## config.mk

```make
export PLATFORM = sky130hd
export DESIGN_NAME = fpx_flag_unit
export DESIGN_NICKNAME = d
export VERILOG_FILES = /design/src/rtl/fpx_pkg.sv /design/src/rtl/fpx_classify.sv /design/src/rtl/fpx_decide.sv /design/src/rtl/fpx_ctl_reg.sv /design/src/rtl/fpx_flag_unit.sv
export SDC_FILE = /design/constraint.sdc
export NUM_CORES = 1
export LEC_CHECK = 0
export BUFFER_PORTS_ARGS = -buffer_cell sky130_fd_sc_hd__buf_2
export CORE_ASPECT_RATIO = 1.2
export CORE_MARGIN = 5
export CORE_UTILIZATION = 36
export DETAILED_ROUTE_END_ITERATION = 12
export MAX_ROUTING_LAYER = met4
export PLACE_DENSITY = 0.89
export SKIP_LAST_GASP = 1
export SYNTH_ARGS = -nofsm -noshare
export SYNTH_HDL_FRONTEND = slang
export SYNTH_SLANG_ARGS = --single-unit
```

## constraint.sdc

```tcl
create_clock -name clk -period 0.8 [get_ports clk]
set_input_delay 0.16 -clock clk [delete_from_list [all_inputs] [get_ports clk]]
set_output_delay 0.16 -clock clk [all_outputs]
set_load 0.03 [all_outputs]
```

## src/rtl/fpx_pkg.sv

```systemverilog
package fpx_pkg;
  localparam int FLAG_N   = 5;
  localparam int CTL_W    = 2 * FLAG_N;
  localparam int EXP_W    = 8;
  localparam int MAN_W    = 23;
  localparam int DATA_W   = EXP_W + MAN_W + 1;

  // flag positions inside enable and cause fields
  localparam int FX_I = 0;
  localparam int FX_U = 1;
  localparam int FX_O = 2;
  localparam int FX_Z = 3;
  localparam int FX_V = 4;

  // raw status positions
  localparam int ST_N       = 5;
  localparam int ST_INEXACT = 0;
  localparam int ST_ROUNDED = 1;
  localparam int ST_UNDER   = 2;
  localparam int ST_DENORM  = 3;
  localparam int ST_OVER    = 4;

  typedef enum logic [1:0] {
    OP_ADD = 2'b00,
    OP_SUB = 2'b01,
    OP_MUL = 2'b10,
    OP_DIV = 2'b11
  } fpx_op_e;

  typedef struct packed {
    logic sign;
    logic zero;
    logic inf;
    logic snan;
    logic finite_nz;
  } fpx_class_t;
endpackage

```

## src/rtl/fpx_classify.sv

```systemverilog
module fpx_classify
  import fpx_pkg::*;
#(
  parameter int EW = EXP_W,
  parameter int MW = MAN_W
) (
  input  logic [EW+MW:0] opnd,
  output fpx_class_t     cls
);
  localparam logic [EW-1:0] EXP_ONES = {EW{1'b1}};

  logic [EW-1:0] exp_f;
  logic [MW-1:0] man_f;
  logic          exp_max;
  logic          exp_min;

  always_comb begin
    exp_f   = opnd[EW+MW-1:MW];
    man_f   = opnd[MW-1:0];
    exp_max = (exp_f == EXP_ONES);
    exp_min = (exp_f == '0);
    cls.sign      = opnd[EW+MW];
    // denormals are flushed: any zero exponent counts as zero
    cls.zero      = exp_min;
    cls.inf       = exp_max && (man_f == '0);
    cls.snan      = exp_max && !man_f[MW-1] && (man_f != '0);
    cls.finite_nz = !exp_max && !exp_min;
  end
endmodule

```

## src/rtl/fpx_decide.sv

```systemverilog
module fpx_decide
  import fpx_pkg::*;
(
  input  fpx_op_e           op,
  input  fpx_class_t        cls_a,
  input  fpx_class_t        cls_b,
  input  logic [ST_N-1:0]   status,
  input  logic [FLAG_N-1:0] enables,
  output logic [FLAG_N-1:0] cause_nxt,
  output logic              wb_nxt,
  output logic              qnan_nxt
);
  logic invalid_op;
  logic div_by_zero;
  logic both_inf;

  always_comb begin
    both_inf = cls_a.inf && cls_b.inf;
    unique case (op)
      OP_ADD:  invalid_op = both_inf && (cls_a.sign != cls_b.sign);
      OP_SUB:  invalid_op = both_inf && (cls_a.sign == cls_b.sign);
      OP_MUL:  invalid_op = (cls_a.inf && cls_b.zero) || (cls_a.zero && cls_b.inf);
      OP_DIV:  invalid_op = both_inf || (cls_a.zero && cls_b.zero);
      default: invalid_op = 1'b0;
    endcase
    invalid_op  = invalid_op || cls_a.snan || cls_b.snan;
    div_by_zero = (op == OP_DIV) && cls_a.finite_nz && cls_b.zero;
  end

  always_comb begin
    cause_nxt = '0;
    wb_nxt    = 1'b0;
    qnan_nxt  = 1'b0;
    if (invalid_op) begin
      if (enables[FX_V]) begin
        cause_nxt[FX_V] = 1'b1;
      end else begin
        wb_nxt   = 1'b1;
        qnan_nxt = 1'b1;
      end
    end else if (div_by_zero && enables[FX_Z]) begin
      cause_nxt[FX_Z] = 1'b1;
    end else if (status[ST_OVER] && enables[FX_O]) begin
      cause_nxt[FX_O] = 1'b1;
    end else if ((status[ST_UNDER] || status[ST_DENORM]) && enables[FX_U]) begin
      cause_nxt[FX_U] = 1'b1;
    end else if ((status[ST_INEXACT] || status[ST_ROUNDED]) && enables[FX_I]) begin
      cause_nxt[FX_I] = 1'b1;
    end else begin
      wb_nxt = 1'b1;
    end
  end
endmodule

```

## src/rtl/fpx_ctl_reg.sv

```systemverilog
module fpx_ctl_reg
  import fpx_pkg::*;
(
  input  logic              clk,
  input  logic              rst_n,
  input  logic              cfg_we,
  input  logic [CTL_W-1:0]  cfg_wdata,
  input  logic              op_done,
  input  logic [FLAG_N-1:0] cause_in,
  output logic [FLAG_N-1:0] en_q,
  output logic [FLAG_N-1:0] cause_q
);
  logic [FLAG_N-1:0] en_d;
  logic [FLAG_N-1:0] cause_d;
  logic              en_ce;
  logic              cause_ce;

  always_comb begin
    en_ce    = cfg_we;
    en_d     = cfg_wdata[FLAG_N-1:0];
    cause_ce = cfg_we || op_done;
    // an operation overrides a simultaneous cause write
    cause_d  = op_done ? cause_in : cfg_wdata[CTL_W-1:FLAG_N];
  end

  always_ff @(posedge clk or negedge rst_n) begin
    if (!rst_n) begin
      en_q    <= '0;
      cause_q <= '0;
    end else begin
      if (en_ce)    en_q    <= en_d;
      if (cause_ce) cause_q <= cause_d;
    end
  end

  AST_EN_LOAD: assert property (@(posedge clk) disable iff (!rst_n)
    cfg_we |=> en_q == $past(cfg_wdata[FLAG_N-1:0]));
  AST_CAUSE_LOAD: assert property (@(posedge clk) disable iff (!rst_n)
    (cfg_we && !op_done) |=> cause_q == $past(cfg_wdata[CTL_W-1:FLAG_N]));
  AST_CAUSE_HOLD: assert property (@(posedge clk) disable iff (!rst_n)
    (!cfg_we && !op_done) |=> $stable(cause_q));
endmodule

```

## src/rtl/fpx_flag_unit.sv

```systemverilog
module fpx_flag_unit
  import fpx_pkg::*;
(
  input  logic               clk,
  input  logic               rst_n,
  input  logic               cfg_we,
  input  logic [CTL_W-1:0]   cfg_wdata,
  input  logic               op_valid,
  input  logic [1:0]         op_code,
  input  logic [DATA_W-1:0]  opnd_a,
  input  logic [DATA_W-1:0]  opnd_b,
  input  logic [ST_N-1:0]    raw_status,
  output logic               res_valid,
  output logic [FLAG_N-1:0]  cause,
  output logic               wb_en,
  output logic               qnan_sel,
  output logic               trap_req
);
  localparam int SYNC_N = 2;

  // reset: asserted asynchronously, released on the clock
  logic [SYNC_N-1:0] rst_pipe;
  logic              rst_s_n;

  always_ff @(posedge clk or negedge rst_n) begin
    if (!rst_n) rst_pipe <= '0;
    else        rst_pipe <= {rst_pipe[SYNC_N-2:0], 1'b1};
  end
  assign rst_s_n = rst_pipe[SYNC_N-1];

  fpx_class_t        cls [2];
  logic [DATA_W-1:0] opnds [2];
  assign opnds[0] = opnd_a;
  assign opnds[1] = opnd_b;

  for (genvar gi = 0; gi < 2; gi++) begin : g_cls
    fpx_classify #(.EW(EXP_W), .MW(MAN_W)) u_cls (
      .opnd (opnds[gi]),
      .cls  (cls[gi])
    );
  end

  logic [FLAG_N-1:0] en_q;
  logic [FLAG_N-1:0] cause_nxt;
  logic              wb_nxt;
  logic              qnan_nxt;

  fpx_decide u_decide (
    .op        (fpx_op_e'(op_code)),
    .cls_a     (cls[0]),
    .cls_b     (cls[1]),
    .status    (raw_status),
    .enables   (en_q),
    .cause_nxt (cause_nxt),
    .wb_nxt    (wb_nxt),
    .qnan_nxt  (qnan_nxt)
  );

  fpx_ctl_reg u_ctl (
    .clk       (clk),
    .rst_n     (rst_s_n),
    .cfg_we    (cfg_we),
    .cfg_wdata (cfg_wdata),
    .op_done   (op_valid),
    .cause_in  (cause_nxt),
    .en_q      (en_q),
    .cause_q   (cause)
  );

  logic vld_d, wb_d, qnan_d, trap_d;

  always_comb begin
    vld_d  = op_valid;
    wb_d   = op_valid && wb_nxt;
    qnan_d = op_valid && qnan_nxt;
    trap_d = op_valid && (cause_nxt != '0);
  end

  always_ff @(posedge clk or negedge rst_s_n) begin
    if (!rst_s_n) begin
      res_valid <= 1'b0;
      wb_en     <= 1'b0;
      qnan_sel  <= 1'b0;
      trap_req  <= 1'b0;
    end else begin
      res_valid <= vld_d;
      wb_en     <= wb_d;
      qnan_sel  <= qnan_d;
      trap_req  <= trap_d;
    end
  end

  AST_ONE_CAUSE: assert property (@(posedge clk) disable iff (!rst_s_n)
    res_valid |-> $onehot0(cause));
  AST_WB_VS_CAUSE: assert property (@(posedge clk) disable iff (!rst_s_n)
    res_valid |-> (wb_en == (cause == '0)));
  AST_QNAN_WB: assert property (@(posedge clk) disable iff (!rst_s_n)
    qnan_sel |-> (wb_en && cause == '0));
  AST_TRAP_MATCH: assert property (@(posedge clk) disable iff (!rst_s_n)
    res_valid |-> (trap_req == (cause != '0)));
  AST_IDLE_QUIET: assert property (@(posedge clk) disable iff (!rst_s_n)
    !res_valid |-> (!wb_en && !qnan_sel && !trap_req));
  AST_RES_TIMING: assert property (@(posedge clk) disable iff (!rst_s_n)
    op_valid |=> res_valid);
endmodule

```

==> flow_summary.json <==
{
  "place_hpwl_mm": 3.21,
  "synthSimpleGateAreaFrac_pct": 29.0,
  "antenna_left": 0,
  "synth_compound_area_share_pct": 11.5,
  "cp_max_fo": 7,
  "grt_max_degree": 13,
  "peakVddDrop_v": 0.00109,
  "pre_cts_ws_ns": -1.17,
  "gr-usage-all-layers_pct": 24.7,
  "ys_types": 31,
  "core_um2": 2550,
  "cts_tree": "yes",
  "ff2ff_path_depth": 5,
  "synth_xor_area_share_pct": 1.81,
  "fin_skew_ns": 0.00513,
  "routed_wl_mm": 4.96,
  "crit_path_end": "u_ctl.cause_q[1]$_DFFE_PN0P_",
  "finalPower_mw": 2.13,
  "maxCapViolCount": 0,
  "critPathKind": "input pin to flop",
  "synth.net_count": 187,
  "end_kind": "flop",
  "crit_chain": "buf_8 -> nor4_4 -> nand2_2 -> nor4_4 -> a31oi_1 -> o31a_1 -> buf_6 -> a41o_1",
  "dr.pass1.iters": 4,
  "rrSetupSlack_ns": -0.54,
  "postPlaceCellArea_um2": 1720,
  "h-tree-depth": 1,
  "min_path_type": "flop to asynchronous set/reset pin",
  "worstReg2RegStart": "u_ctl.en_q[3]$_DFFE_PN0P_",
  "layout-drive-gt1-share_pct": 66.5,
  "p_per_area_nw_per_um2": 1060,
  "cts_buffers": 3,
  "dieArea_um2": 3820,
  "holdWs_ns": 0.0841,
  "finalMaxSlewViolations": 0,
  "yosysSeqAreaShare_pct": 41.5,
  "slowest_delay_ns": 0.32,
  "antenna_found_initial": 0,
  "synth_top_family_by_area": "simple AND/OR/NAND/NOR gates",
  "synthAdderAreaFrac_pct": 0,
  "grt_pass1_wl_mm": 7.04,
  "final_cells": 255,
  "crit_required_ns": 0.97,
  "critPathArrivalTime_ns": 1.84,
  "min_period_ns": 1.67,
  "vias": 1429,
  "tns_ns": -7.44,
  "leakage_nw": 0.962,
  "fmax_mhz": 600,
  "start_util_pct": 37.8,
  "clock-root-buffer": "clkbuf_4",
  "avgSynthCellArea_um2": 9.47,
  "reg2reg_to": "u_ctl.cause_q[0]$_DFFE_PN0P_",
  "die_y_um": 66.7,
  "fin_ws_ns": -0.868,
  "ios": 94,
  "final-setup-viol-count": 17,
  "clkLatencyLatePin_ns": 0.28,
  "dp_cells": 246,
  "cts.sinks": 16,
  "synth-seq-cells": 16,
  "critPathLaunchType": "input pin",
  "cts_max_path_buffers": 2,
  "crit_path_frequent_cell": "nor4_4",
  "nets": 308,
  "drc_errors": 0,
  "wl_per_cell_um": 19.5,
  "rsz0062_at_grt": "true",
  "netlist_area_um2": 966,
  "cp-startpoint": "opnd_b[4]",
  "cts.clk_slew.worst_paths_ns": 0.08,
  "violations": "negative setup slack",
  "numPortBuffers": 93,
  "overflow": 0,
  "finalHoldViolations": 0,
  "fin_area_um2": 2010,
  "row_count": 20,
  "place_congestion": 0.771,
  "via_per_inst": 5.60,
  "crit_path_top_delay_cell": "nor4_4",
  "synthMuxAreaShare_pct": 13.1,
  "yosysWarnings": 0,
  "utilization_pct": 78.6,
  "run_status": "complete, but fails checks",
  "grt_pass1_vias": 1535,
  "fin_crit_sh_pct": 208,
  "postSynthCellCount": 102,
  "initialDrtViolationCount": 73,
  "die_w_um": 57.3,
  "area_delta_synth_final_pct": 108
}
==> critical path: cells and delay by family <==
kind                   cells  cell delay [ns]
AND/OR/NAND/NOR            3             0.77
AO/OA/AOI/OAI              3             0.66
buffers and inverters      2             0.24
==> placed cells by master (no fill, tap or decap), types with 2 or more instances in the layout <==
master and instances:
buf_2 77, buf_4 21, buf_6 18, dfrtp_1 16
nor4_4 11, nand4_1 7, nand2_1 7, mux2i_1 7
nor2_1 6, nor3_1 5, mux2_2 5, nor4_2 4
o21ai_0 3, nor4_1 3, clkbuf_4 3, nand2_2 2
nand3_1 2, inv_1 2, o21a_1 2
==> timing repair <==
item / 4_1_cts / 5_1_grt
hold buffers: 1 / 0
endpoints found under the hold margin: 2 / 0
endpoints found under the setup margin: 17 / 17
buffers inserted: 3 / 1
pin swaps: 10 / 10
gates resized for setup: 37 / 9
==> final cells by class <==
type                    instances  area, um^2
repair buffers                119         791
multi-input cells              81         741
fillers                       163         547
flip-flops and latches         16         400
well taps                      33        41.3
clock buffers                   3        22.5
inverters                       2        7.51
diodes                          1        2.50
==> power by group <==
| part | total [mW] | leakage (nW) | switching, mW | internal, mW |
|---|---|---|---|---|
| sequential | 0.923 | 0.198 | 0.0470 | 0.876 |
| combinational | 0.812 | 0.751 | 0.383 | 0.430 |
| clock | 0.399 | 0.0138 | 0.224 | 0.175 |
| total | 2.13 | 0.962 | 0.654 | 1.48 |
==> synthesized netlist by cell type <==
| library cell | count | area [um^2] |
|---|---|---|
| inv_1 | 2 | 7.51 |
| a31o_1 | 1 | 8.76 |
| conb_1 | 1 | 3.75 |
| nand2b_1 | 1 | 6.26 |
| nor3b_1 | 1 | 7.51 |
| nand2_1 | 9 | 33.8 |
| xor2_1 | 1 | 8.76 |
| or2_2 | 1 | 6.26 |
| o22ai_1 | 1 | 6.26 |
| xnor2_1 | 1 | 8.76 |
| a311oi_1 | 1 | 8.76 |
| a31oi_1 | 1 | 6.26 |
| nand4_1 | 7 | 43.8 |
| nor4_1 | 17 | 106 |
| mux2i_1 | 7 | 70.1 |
| nor4_2 | 1 | 12.5 |
| o31a_1 | 1 | 8.76 |
| nor2_1 | 6 | 22.5 |
| mux2_2 | 5 | 56.3 |
| a41o_1 | 1 | 10.0 |
| dfrtp_1 | 16 | 400 |
| and2_1 | 1 | 6.26 |
| o21a_1 | 2 | 15.0 |
| nor3_1 | 5 | 25.0 |
| o41a_1 | 1 | 11.3 |
| o2bb2ai_1 | 1 | 8.76 |
| nand3_1 | 2 | 10.0 |
| o21ai_0 | 4 | 20.0 |
| buf_6 | 1 | 11.3 |
| clkbuf_1 | 2 | 7.51 |
| a211oi_1 | 1 | 7.51 |
==> flip-flops by register name, summed over array words and instances, names as in the netlist <==
name	count
qnan_sel	1
res_valid	1
rst_pipe	2
trap_req	1
u_ctl.cause_q	5
u_ctl.en_q	5
wb_en	1
==> metal layers <==
metal / GRT usage (%) / wire length, um / up-vias
met5: - / 0 / -
met4: 13.3 / 233 / 0
met3: 5.62 / 405 / 20
met2: 46.0 / 2600 / 92
met1: 23.2 / 1720 / 677
li1: - / - / 640
==> how the worst min path moves through the flow <==
stage,cells after the start,end
2_1_floorplan,0,rst_pipe[0]$_DFF_PN0_
3_3_place_gp,1,rst_pipe[0]$_DFF_PN0_
3_5_place_dp,1,rst_pipe[0]$_DFF_PN0_
4_1_cts,0,u_ctl.en_q[2]$_DFFE_PN0P_
5_1_grt,0,u_ctl.en_q[2]$_DFFE_PN0P_
6_report,0,u_ctl.en_q[2]$_DFFE_PN0P_
==> kinds of logic after synthesis <==
group | Yosys count
buf+inv | 5
mux | 12
other cells | 1
xor+xnor | 2
simple gates | 51
compound gates | 15
flops | 16
Note: power is estimated with default switching activity, not from simulation.
